**config.mk**
```make
export PLATFORM = sky130hd
export DESIGN_NAME = cal_date_counter
export DESIGN_NICKNAME = d
export VERILOG_FILES = /design/src/rtl/cal_pkg.sv /design/src/rtl/cal_bcd_pair.sv /design/src/rtl/cal_month_limit.sv /design/src/rtl/cal_date_counter.sv
export SDC_FILE = /design/constraint.sdc
export NUM_CORES = 1
export LEC_CHECK = 0
export ABC_AREA = 1
export BUFFER_PORTS_ARGS = -buffer_cell sky130_fd_sc_hd__buf_2
export CORE_MARGIN = 1
export CORE_UTILIZATION = 35
export DETAILED_ROUTE_END_ITERATION = 7
export GPL_TIMING_DRIVEN = 0
export HOLD_SLACK_MARGIN = 0.12
export SYNTH_ARGS = -nofsm -noshare
export SYNTH_HDL_FRONTEND = slang
export SYNTH_SLANG_ARGS = --single-unit
```
**constraint.sdc**
```tcl
create_clock -name clk -period 3.3 [get_ports clk]
set_input_delay 0.66 -clock clk [delete_from_list [all_inputs] [get_ports clk]]
set_output_delay 0.66 -clock clk [all_outputs]
set_load 0.02 [all_outputs]
```
**src/rtl/cal_pkg.sv**
```systemverilog
package cal_pkg;
  localparam int DIGIT_W = 4;
  localparam int PAIR_W  = 2 * DIGIT_W;
  typedef logic [PAIR_W-1:0] bcd2_t;

  // divisible-by-4 test on a two-digit BCD value
  function automatic logic is_leap(input bcd2_t yr);
    logic [DIGIT_W-1:0] t, u;
    t = yr[PAIR_W-1:DIGIT_W];
    u = yr[DIGIT_W-1:0];
    if (!t[0]) return (u == 4'd0) || (u == 4'd4) || (u == 4'd8);
    else       return (u == 4'd2) || (u == 4'd6);
  endfunction

  function automatic bcd2_t month_last(input bcd2_t mon, input logic leap);
    case (mon)
      8'h02:                      return leap ? 8'h29 : 8'h28;
      8'h04, 8'h06, 8'h09, 8'h11: return 8'h30;
      default:                    return 8'h31;
    endcase
  endfunction
endpackage

```
**src/rtl/cal_bcd_pair.sv**
```systemverilog
module cal_bcd_pair #(
  parameter int DIGIT_W = 4,
  parameter logic [2*DIGIT_W-1:0] CLR_VAL   = '0,
  parameter logic [2*DIGIT_W-1:0] FIRST_VAL = '0
) (
  input  logic                 clk,
  input  logic                 clr_n,
  input  logic                 load_n,
  input  logic                 step,
  input  logic [2*DIGIT_W-1:0] load_val,
  input  logic [2*DIGIT_W-1:0] last_val,
  output logic [2*DIGIT_W-1:0] value,
  output logic                 wrap
);
  localparam int PAIR_W = 2 * DIGIT_W;
  localparam logic [DIGIT_W-1:0] NINE = DIGIT_W'(9);

  logic [DIGIT_W-1:0] tens_q, ones_q;
  logic [PAIR_W-1:0]  nxt;

  assign value = {tens_q, ones_q};
  assign wrap  = step && (value >= last_val);

  always_comb begin
    if (wrap)               nxt = FIRST_VAL;
    else if (ones_q == NINE) nxt = {tens_q + DIGIT_W'(1), {DIGIT_W{1'b0}}};
    else                     nxt = {tens_q, ones_q + DIGIT_W'(1)};
  end

  always_ff @(posedge clk) begin
    if (!clr_n)       {tens_q, ones_q} <= CLR_VAL;
    else if (!load_n) {tens_q, ones_q} <= load_val;
    else if (step)    {tens_q, ones_q} <= nxt;
  end
endmodule

```
**src/rtl/cal_month_limit.sv**
```systemverilog
module cal_month_limit
  import cal_pkg::*;
(
  input  bcd2_t month,
  input  bcd2_t year,
  output bcd2_t last_day
);
  logic leap;
  assign leap     = is_leap(year);
  assign last_day = month_last(month, leap);
endmodule

```
**src/rtl/cal_date_counter.sv**
```systemverilog
module cal_date_counter
  import cal_pkg::*;
(
  input  logic               clk,
  input  logic               clr_n,
  input  logic               load_n,
  input  logic               day_adv,
  input  logic [PAIR_W-1:0]  preset_day,
  input  logic [PAIR_W-1:0]  preset_month,
  input  logic [PAIR_W-1:0]  preset_year,
  output logic [DIGIT_W-1:0] day_tens,
  output logic [DIGIT_W-1:0] day_ones,
  output logic [DIGIT_W-1:0] month_tens,
  output logic [DIGIT_W-1:0] month_ones,
  output logic [DIGIT_W-1:0] year_tens,
  output logic [DIGIT_W-1:0] year_ones,
  output logic               year_carry
);
  bcd2_t day_v, mon_v, yr_v;
  bcd2_t day_last, preset_last, day_load;
  logic  day_wrap, mon_wrap, yr_wrap;
  logic  carry_q;

  // terminal day of the running month and of the preset month
  cal_month_limit u_lim_run (.month(mon_v),        .year(yr_v),        .last_day(day_last));
  cal_month_limit u_lim_pre (.month(preset_month), .year(preset_year), .last_day(preset_last));

  assign day_load = (preset_day > preset_last) ? preset_last : preset_day;

  cal_bcd_pair #(.DIGIT_W(DIGIT_W), .CLR_VAL(8'h01), .FIRST_VAL(8'h01)) u_day (
    .clk(clk), .clr_n(clr_n), .load_n(load_n), .step(day_adv),
    .load_val(day_load), .last_val(day_last), .value(day_v), .wrap(day_wrap));

  cal_bcd_pair #(.DIGIT_W(DIGIT_W), .CLR_VAL(8'h01), .FIRST_VAL(8'h01)) u_mon (
    .clk(clk), .clr_n(clr_n), .load_n(load_n), .step(day_wrap),
    .load_val(preset_month), .last_val(8'h12), .value(mon_v), .wrap(mon_wrap));

  cal_bcd_pair #(.DIGIT_W(DIGIT_W), .CLR_VAL(8'h00), .FIRST_VAL(8'h00)) u_yr (
    .clk(clk), .clr_n(clr_n), .load_n(load_n), .step(mon_wrap),
    .load_val(preset_year), .last_val(8'h99), .value(yr_v), .wrap(yr_wrap));

  always_ff @(posedge clk) begin
    carry_q <= clr_n && load_n && yr_wrap;
  end

  assign {day_tens, day_ones}     = day_v;
  assign {month_tens, month_ones} = mon_v;
  assign {year_tens, year_ones}   = yr_v;
  assign year_carry               = carry_q;
endmodule

```
== After elaboration in Yosys (flattened, before gate mapping) ==
Cells that the tools add are included.

* Flip-flop bits (word level): 25
* Latch bits: 0
* RAM bits: 0
* Memories: 0
* Word-level logic and storage cells: 87
* Output and inout bits: 25
* ROM bits: 0

* Shift operators: 0
* Reduce and logical (&&, ||, !) cells: 18
* Multipliers: 0
* Divide/modulo/power cells: 0
* Multiplexer cells: 25
* Add/subtract/negate cells: 6
* Bitwise gates (word level): 0
* Order comparisons: 4
* Equal/unequal tests: 27

{| class="wikitable"
|+ Operators with widths
! kind !! number
|-
| 8-bit two-way mux || 7
|-
| 4-bit two-way mux || 12
|-
| 8-bit by 3-bit equality test with 1-bit output, second input constant || 4
|-
| 8-bit one-hot mux with 2 select lines || 2
|-
| 4-bit by 1-bit adder with 4-bit output, second input constant || 6
|-
| 4-bit equality test, second input constant || 5
|-
| 4-bit by 3-bit equality test with 1-bit output, second input constant || 4
|-
| 8-bit by 2-bit equality test with 1-bit output, second input constant || 2
|-
| 8-bit by 4-bit equality test with 1-bit output, second input constant || 2
|-
| 8-bit by 5-bit equality test with 1-bit output, second input constant || 2
|-
| 3-bit by 1-bit != test with 1-bit output, second input constant || 3
|-
| 4-bit by 2-bit equality test with 1-bit output, second input constant || 2
|-
| 8-bit by 5-bit greater-or-equal comparator with 1-bit output, second input constant || 1
|-
| 8-bit greater-or-equal comparator || 1
|-
| 8-bit greater-or-equal comparator, second input constant || 1
|-
| 8-bit greater-than comparator || 1
|-
| 4-bit logical NOT || 2
|-
| 4-bit OR reduction || 2
|-
| 1-bit logical OR || 6
|-
| 2-bit by 1-bit != test with 1-bit output, second input constant || 3
|-
| 2-bit AND reduction || 3
|-
| 1-bit logical AND || 5
|-
| 1-bit two-way mux || 4
|}

== Longest topological paths before layout ==
Gate-level depths: netlist (run 1).

* Word-level depth: 13
* Depth in mapped cells: 19
* Mapped depth without buffers: 19

== By module ==
A second synthesis (run 1) with hierarchy kept.

* Cell total of the unflattened synthesis: 502
* Area, all modules: 3196.8 sq um

{| class="wikitable"
|+ Modules (own cells, without submodules)
! module !! cells an instance !! instances !! area each (sq um)
|-
| cal_bcd_pair at u_day ... || 120 || 2 || 790.8
|-
| cal_bcd_pair at u_yr || 120 || 1 || 820.8
|-
| cal_month_limit || 39 || 2 || 198.9
|-
| cal_date_counter || 64 || 1 || 396.6
|}

== Worst setup path after synthesis (run 1) ==
No wires, ideal clock.

* Path kind: register to register
* Start point: reg u_mon.ones_q[3]
* End point: reg u_mon.tens_q[2]
* Required time: 3185 ps
* Arrival time: 2144 ps
* Buffers on the path: 0
* Setup time: 115 ps
* Slack: 1041 ps
* Stages on the path, launching flop included: 17
* Path through: dfxtp_1 > inv_1 > nor3_2 > a31oi_1 > o21ai_0 > nor2_1 > ha_1 > nor2_1 > nand2_1 > nand2_1 > nand2_2 > nand2_2 > nand2_2 > nand2_2 > inv_2 > o21ai_1 > nor2_1

* Cells in the longest elaborated chain, start to end: 9
* Elaborated cells between the ends (all ways): 18
* Those cells by class: order compare (2); eq/ne (8); mux (4); reduce/logical (4)

{| class="wikitable"
|+ Ends and longest elaborated chain
! element !! line !! RTL
|-
| start: declaration || cal_bcd_pair.sv:18 || <nowiki>logic [DIGIT_W-1:0] tens_q, ones_q;</nowiki>
|-
| start signal: assignment || cal_bcd_pair.sv:32 || <nowiki>else if (!load_n) {tens_q, ones_q} <= load_val;</nowiki>
|-
| start signal: assignment || cal_bcd_pair.sv:33 || <nowiki>else if (step) {tens_q, ones_q} <= nxt;</nowiki>
|-
| 8-bit by 3-bit equality test with 1-bit output, or another cell as far along || cal_pkg.sv:16 || <nowiki>case (mon)</nowiki>
|-
| 4-bit OR reduction || cal_pkg.sv:16 ||
|-
| 8-bit one-hot mux with 2 select lines || cal_pkg.sv:16 ||
|-
| 8-bit greater-or-equal comparator || cal_bcd_pair.sv:22 || <nowiki>assign wrap = step && (value >= last_val);</nowiki>
|-
| 1-bit logical AND (2 in a row) || cal_bcd_pair.sv:22 ||
|-
| 8-bit two-way mux || cal_bcd_pair.sv:25 || <nowiki>if (wrap) nxt = FIRST_VAL;</nowiki>
|-
| 4-bit two-way mux || cal_bcd_pair.sv:33 ||
|-
| 4-bit two-way mux || cal_bcd_pair.sv:32 ||
|-
| end signal: assignment || cal_bcd_pair.sv:32 ||
|-
| end signal: assignment || cal_bcd_pair.sv:33 ||
|-
| end: declaration || cal_bcd_pair.sv:18 ||
|}

Parallel ways exist; a longest one is shown, timed or not. The select of a mux whose other input is x is not followed.
A chain may end at the register's enable or synchronous reset.

== Worst setup path after layout (run 1) ==
Ends and elaborated chain as after synthesis.

==> results.md, run 1 <==
- 0 antenna diodes ended up in the layout.
- For the worst-skew pair, the clock arrives at the later sink with an insertion delay of about 270 ps.
- Setup repair after global routing left no endpoint under its margin.
- The total power density per cell area is between 300 and 400 nW/um^2.
- The longest clock path from root to sink contains 2 buffers.
- The worst path required time is between 3000 and 4000 ps.
- The number of distinct standard cells referenced by the synthesized netlist is 29.
- STA classifies the critical path startpoint as a register.
- Routability-driven placement finished with a final weighted congestion of about 0.83.
- A synthesized cell averages approximately 6.2 um^2.
- Entering global routing, the biggest net connects 14 pins.
- The worst hold margin is 455 ps.
- In this run the post-CTS setup repair buffer count came out at 0.
- The capture point of the worst path is u_mon.tens_q[2].
- Data on the critical path arrives at its endpoint at between 2000 and 3000 ps.
- During synthesis, Yosys emitted a total of 0 warnings.
- The mapped netlist covers ~2000 um^2.
- For the pin with the worst max-slew slack, the measured transition is around 600 ps.
- The final routed DRC violation total is 0.
- Clock tree synthesis selected as its root buffer the cell sky130_fd_sc_hd__clkbuf_8.
- Along the worst path, the maximum fanout reaches 10.
- The relative max-transition margin is 0.607.
- The leakage power total is between 1 and 1.5 nW.
- The proportion of layout cells with a drive suffix above 1 is 0.190.
- The final critical-path share of the clock period is 0.733.
- The final hold violation count is 0.
- In this run the number of H-tree levels came out at 1.
- The number of nets produced by synthesis is around 370.
- The region available for standard cell placement spans ~5500 um^2.
- For flop-to-flop paths, the worst setup slack is between 800 and 900 ps.
- Clock tree synthesis found a total of 25 sinks.
- The tightest min-delay check is of the register to register type.
- The instance area after placement is ~2400 um^2.
- For this run, global-route usage on met1 was measured as 0.252.
- The critical path in this run is classified as register to register.
- The non-filler instance count after layout is ~460.
- The via count is 2229.
- The wire length per cell after detailed routing is approximately 12 um.
- The filler cells instantiated in the layout total 626.
- In the final timing run, aggregate negative setup slack is 0 ps.
- The worst vdd rail ir drop is roughly 160 uV.
- For this run, the total global-route usage over all layers was measured as 0.190.
- The clock transition at the register clock pins on the worst setup and hold paths after CTS is roughly 90 ps.
- The global-route layer with the greatest usage is met2.
- The endpoint type of the worst setup path is a register.
- The number of pins with negative max-slew slack in the final report is 0.
- Among the stages of the critical path, the cell type that occurs most often is sky130_fd_sc_hd__nand2_2.
- The clock arrives with 4.07 ps of skew.
- The top achievable clock speed is ~0.41 GHz.
- The synthesized design contains 25 register bits.
- The most critical setup path has its startpoint at u_mon.ones_q[3].
- Summed over all layers, the global routing overflow is 0.
- Setup violations remaining at the end of the flow were counted as 0.
- The met3 demand-to-capacity share in global routing is 0.0209.
- Before antenna repair, the detailed router went through 4 iterations.
- The floorplan step set the die height to around 80 um.
- The die covers a little over 6000 um^2.
- The delay of the slowest critical-path stage is 450 ps.
- The first global-routing pass estimated 9200 um of wire.
- The cell with the largest stage delay on the worst path is sky130_fd_sc_hd__dfxtp_1.
- The total of buffers placed on input and output ports is 51.
- The post-detailed-route count of antenna-violating nets is 0.
- After floorplanning, the core was divided into 27 placement rows.
- The initial antenna violation count is 0.
- The number of gates resized after CTS was 0.
- The critical path goes through inv_1, nor3_2, a31oi_1, o21ai_0, nor2_1, ha_1, nor2_1, nand2_1, nand2_1, nand2_2, nand2_2, nand2_2, nand2_2, inv_2, o21ai_1, nor2_1.
- The total non-filler cell area in the finished layout is between 2000 and 2500 um^2.
- The sum of routed wire length over all layers is about 5500 um.
- The synthesized netlist cell count is approximately 330.
- The final net count is around 430.
- The CTS tree is built.
- The number of placed instances, taps included is about 450.
- The worst register-to-register path has a depth of 16.
- The post-synthesis sequential area ratio is 0.247.
- Across the run, the number of max-cap violations was 0.
- The run finished with clean final reports.
- The number of placed I/O pins is 53.
- The worst reg2reg path endpoint is u_mon.tens_q[2].
- The number of global-route vias before repair is just over 2000.
- The HPWL reported at the end of detailed placement is 4260 um.
- The die boundary width is 78.1 um.
- The total power draw is 0.771 mW.
- The DRC violation total after the first TritonRoute iteration is slightly below 80.
- The number of hold buffers added after cts is 0.
- Using the TritonRoute via totals, the vias-per-cell ratio works out to 4.89.
- The minimum period implied by the final worst setup slack is 2420 ps.
- The number of CTS-inserted buffers is 3.
- The area growth from synthesis to layout is 19.3%.
- The fraction of met2 tracks used by global routing is 0.326.
- In this run the critical register-to-register path is launched from u_mon.ones_q[3].
- The effective utilization at floorplan is 0.365.
## worst max-delay path: cells and delay by family, from the launching register on
kind / cells / cell delay, ps
simple gates: 10 / 1130
flops: 1 / 450
fa+ha+maj: 1 / 270
compound gates: 3 / 330
buf+inv: 2 / 150
## worst min path at each step
stage	start	end	slack, ps	depth (start not counted)
4_1_cts	u_day.tens_q[3]	u_day.tens_q[3]	460	2
3_5_place_dp	u_day.tens_q[3]	u_day.tens_q[3]	450	2
2_1_floorplan	u_day.tens_q[3]	u_day.tens_q[3]	530	2
6_report	u_day.tens_q[3]	u_day.tens_q[3]	460	2
5_1_grt	u_day.tens_q[3]	u_day.tens_q[3]	490	2
3_3_place_gp	u_day.tens_q[3]	u_day.tens_q[3]	440	2
## power breakdown
part	switching [mW]	internal (mW)	total [mW]
sequential	0.0297	0.321	0.351
clock	0.105	0.0866	0.192
combinational	0.144	0.0840	0.228
## state kept, by name, indices dropped and copies added (netlist names)
name / count
u_day.tens_q: 4
u_mon.tens_q: 4
u_yr.ones_q: 4
u_mon.ones_q: 4
u_yr.tens_q: 4
year_carry: 1
u_day.ones_q: 4
## synth_stat cells
master / number / share of area
sky130_fd_sc_hd__clkbuf_1: 1 / 0.0019
sky130_fd_sc_hd__nand3_4: 1 / 0.0087
sky130_fd_sc_hd__xnor2_1: 1 / 0.0043
sky130_fd_sc_hd__buf_1: 1 / 0.0019
sky130_fd_sc_hd__o211ai_1: 1 / 0.0037
sky130_fd_sc_hd__nor3_1: 5 / 0.012
sky130_fd_sc_hd__o21bai_1: 1 / 0.0037
sky130_fd_sc_hd__a21oi_1: 11 / 0.027
sky130_fd_sc_hd__o22ai_1: 2 / 0.0062
sky130_fd_sc_hd__nand2_2: 6 / 0.019
sky130_fd_sc_hd__ha_1: 14 / 0.087
sky130_fd_sc_hd__xor2_1: 7 / 0.030
sky130_fd_sc_hd__inv_1: 49 / 0.091
sky130_fd_sc_hd__nand3_1: 19 / 0.047
sky130_fd_sc_hd__nor3_2: 2 / 0.0099
sky130_fd_sc_hd__nand4_1: 11 / 0.034
sky130_fd_sc_hd__o2111ai_1: 1 / 0.0043
sky130_fd_sc_hd__o21ai_1: 3 / 0.0074
sky130_fd_sc_hd__nor2_2: 1 / 0.0031
sky130_fd_sc_hd__dfxtp_1: 25 / 0.25
sky130_fd_sc_hd__o21bai_4: 1 / 0.0093
sky130_fd_sc_hd__nand2_1: 82 / 0.15
sky130_fd_sc_hd__clkbuf_8: 1 / 0.0068
sky130_fd_sc_hd__a31oi_1: 6 / 0.019
sky130_fd_sc_hd__o21ai_0: 20 / 0.049
sky130_fd_sc_hd__buf_2: 3 / 0.0074
sky130_fd_sc_hd__nand2_4: 2 / 0.011
sky130_fd_sc_hd__inv_2: 2 / 0.0037
sky130_fd_sc_hd__nor2_1: 50 / 0.093
## cells in the final DEF, fill, tap and decap left out, drive strengths merged
| cell | netlist | layout |
|---|---|---|
| o21ai | 23 | 23 |
| xnor2 | 1 | 1 |
| dfxtp | 25 | 25 |
| a31oi | 6 | 6 |
| a21oi | 11 | 11 |
| inv | 51 | 51 |
| clkbuf | 2 | 6 |
| ha | 14 | 14 |
| nand3 | 20 | 20 |
| buf | 4 | 55 |
| nor2 | 51 | 51 |
| o21bai | 2 | 2 |
| nand4 | 11 | 11 |
| xor2 | 7 | 7 |
| o2111ai | 1 | 1 |
| o211ai | 1 | 1 |
| nor3 | 7 | 7 |
| nand2 | 90 | 90 |
| o22ai | 2 | 2 |
## logic make-up after synthesis
| group | synth area share |
|---|---|
| AND/OR/NAND/NOR | 0.389 |
| XOR/XNOR | 0.0346 |
| adder cells (fa/ha/maj) | 0.0865 |
| AO/OA/AOI/OAI | 0.130 |
| buffers and inverters | 0.112 |
| flip-flops | 0.247 |
## per-layer routing
layer / wire [um] / up-vias
met3: 264 / 5
met4: 56 / 0
met2: 2530 / 53
li1: - / 1163
met1: 2610 / 1008
met5: 0 / -
## final cells by class
type | count | area, um^2 | area share
plain buffers | 6 | 36.3 | 0.0150
clock buffers | 4 | 45.0 | 0.0187
inverters | 51 | 191 | 0.0793
multi-input cells | 247 | 1300 | 0.537
flip-flops and latches | 25 | 500 | 0.207
well taps | 72 | 90.1 | 0.0373
repair buffers | 51 | 255 | 0.106
## stage by stage
stage                     worst slack (ps)  utilization
after floorplan                       1040            -
after global placement                 726        0.428
after detailed placement               644        0.428
after CTS                              867        0.436
after global routing                   567        0.436
final                                  879        0.436
No activity file was read; power rests on OpenSTA's default activity.
==> run 2, diff against run 1 <==
- clock period: 3.3 -> 2 ns (I/O delays scaled with it)
==> results.md, run 2 (same netlist as run 1, synthesis figures left out) <==
- The overall routing resource usage is 0.200 (+0.00963).
- The final clock skew is 3.89 ps (-0.174 ps).
- The critical path buffer and inverter count is 2 (unchanged).
- The leakage power total is 1.41 nW (+7.8%).
- The total non-filler cell area in the finished layout came to 2700 um^2 (+12%).
- The relative max-transition margin is 0.582 (-0.0251).
- The worst path setup slack after routing is -170 ps (-1050 ps).
- The flow ran to the end, but the final reports show violations.
- The top achievable clock speed is 0.461 GHz (+12%).
- The worst hold margin is 379 ps (-75.9 ps).
- The HPWL reported at the end of detailed placement is 4360 um (+2.3%).
- The met3 demand-to-capacity share in global routing came to 0.0279 (+0.00698).
- The final net count is 441 (+3.3%).
- The number of placed I/O pins is 53 (unchanged).
- The total of buffers placed on input and output ports was 51 (unchanged).
- The DRC violation total after the first TritonRoute iteration is 70 (-11%).
- The weighted congestion reported at the end of routability-driven placement is 0.865 (+3.7%).
- The proportion of layout cells with a drive suffix above 1 came to 0.309 (+0.119).
- The pin slew with the least headroom to its limit is 626 ps (+37.7 ps).
- The number of buffers between clock root and the deepest sink is 2 (unchanged).
- The area of the core region is 5540 um^2 (unchanged).
- The placement row count is 27 (unchanged).
- The worst setup path is captured at a register.
- The effective utilization at floorplan is 0.365 (unchanged).
- The delay of the slowest critical-path stage is 370 ps (-80 ps).
- The signal on the critical path passes through clkinv_4, nor2_4, nand4_1, a21oi_1, nor2_1, ha_1, nor2_1, nand2_1, nand2_1, nand2_2, nand3_4, buf_4, o2111ai_1, a21oi_1.
- The vertical die dimension is 78.1 um (unchanged).
- The initial antenna violation count is 0 (unchanged).
- The post-detailed-route count of antenna-violating nets was 0 (unchanged).
- The TritonCTS sink count is 25 (unchanged).
- The sum of routed wire length over all layers is 5920 um (+8.3%).
- The setup TNS was -2410 ps (-2410 ps).
- The die area is 6090 um^2 (unchanged).
- The number of pins with negative max-slew slack in the final report is 0 (unchanged).
- The setup slack after placement came to -347 ps (-991 ps).
- The minimum period implied by the final worst setup slack is 2170 ps (-251 ps).
- The number of placed instances, taps included is 452 (unchanged).
- The maximum number of pins on one net before global-route repair was 14 (unchanged).
- The worst vdd rail ir drop is 240 uV (+52%).
- The aggregate global routing overflow was 0 (unchanged).
- The clock latency on the worst-skew pair is 280 ps (about the same).
- The instance area after placement is 2410 um^2 (+1.9%).
- The path class of the tightest hold or removal check is input pin to register.
- Leaving out fill and tap cells, the most frequent cells in the layout are sky130_fd_sc_hd__nand2_1 (78), sky130_fd_sc_hd__buf_2 (54), sky130_fd_sc_hd__inv_1 (44), sky130_fd_sc_hd__nor2_1 (44), sky130_fd_sc_hd__nand3_1 (17).
- The final core utilization is 0.488 (+0.0519).
- The final routed DRC violation total came to 0 (unchanged).
- The via count is 2276 (+2.1%).
- The cell with the largest stage delay on the worst path is sky130_fd_sc_hd__dfxtp_4.
- The die boundary width is 78.1 um (unchanged).
- The maximum fanout count along the critical path is 6 (-4).
- The clock transition at the register clock pins on the worst setup and hold paths after CTS is 90 ps (about the same).
- The final hold violation count came to 0 (unchanged).
- The final critical-path share of the clock period is 1.08 (+0.351).
- The number of global-route vias before repair is 2122 (+4.9%).
- The tree is rooted in a sky130_fd_sc_hd__clkbuf_8.
- The max capacitance violation total is 0 (unchanged).
- The final reports fail on negative setup slack.
- The critical path is of the register to register type.
- The worst path required time is 2210 ps (-1270 ps).
- The number of CTS-inserted buffers is 3 (unchanged).
- The H-tree level count was 1 (unchanged).
- The worst setup path is launched from a register.
- The area growth from synthesis to layout is 33.5%.
- The total power draw was 1.36 mW (+76%).
- The non-filler instance count after layout came to 470 (+3.1%).
- The number of hold buffers added after cts is 0 (unchanged).
- The length of the first detailed-routing pass in iterations is 4 (unchanged).
- TritonCTS built the clock tree.
- The global-route layer with the greatest usage is met2.
- The fraction of met2 tracks used by global routing was 0.361 (+0.0351).
- The average via count per standard cell was 4.84 (-0.93%).
- The signal arrival time at the worst endpoint came to 2380 ps (-220 ps).
- The total inserted antenna cells is 0 (unchanged).
- The total power density per cell area is 503 nW/um^2 (+57%).
- The library cell used most frequently in the layout, excluding fill and tap cells, is sky130_fd_sc_hd__nand2_1.
- Setup repair after global routing could not meet its margin everywhere.
- The final setup violation count is 24 (+24).
- The wire length per cell after detailed routing is 12.6 um (+5.0%).
- The global-route wire length before repair was 9730 um (+5.7%).
- The global routing met1 resource utilization was 0.245 (-0.00675).
- The category of cells accounting for the largest share of critical-path delay is simple AND/OR/NAND/NOR gates.
run 2: layer usage:
layer,vias up,part of all wire
met2,62,0.49
li1,1200,-
met4,0,0.011
met3,7,0.041
met1,1007,0.46
met5,-,0
run 2: where the power goes:
part           switching, mW  internal (mW)
logic                  0.276          0.178
clock network          0.181          0.143
registers             0.0496          0.531
run 2: path summary, 6_finish.rpt:
path	cells past startpoint	slack [ps]	endpoint	startpoint
setup / recovery	14	-170	u_mon.ones_q[1]	u_mon.ones_q[1]
hold reg to reg	2	460	u_day.tens_q[3]	u_day.tens_q[3]
setup reg to reg	14	-170	u_mon.ones_q[1]	u_mon.ones_q[1]
hold / removal	3	380	u_mon.tens_q[2]	clr_n
run 2: cell type report:
type                    instances  area [um^2]
clock buffers                   4         45.0
repair buffers                 65          360
flip-flops and latches         25          526
well taps                      72         90.1
inverters                      51          204
multi-input cells             247         1440
fillers                       610         2840
plain buffers                   6         36.3
run 2: worst min-delay path: stages:
cell	delay (ps)
sky130_fd_sc_hd__buf_2	140
sky130_fd_sc_hd__o21ai_2	60
sky130_fd_sc_hd__nor2_1	40
run 2: timing repair:
action,CTS,global route
endpoints found under the setup margin,25,25
setup buffers,11,3
pin swaps,10,5
gates cloned,0,0
endpoints found under the hold margin,0,0
resized for setup,31,18
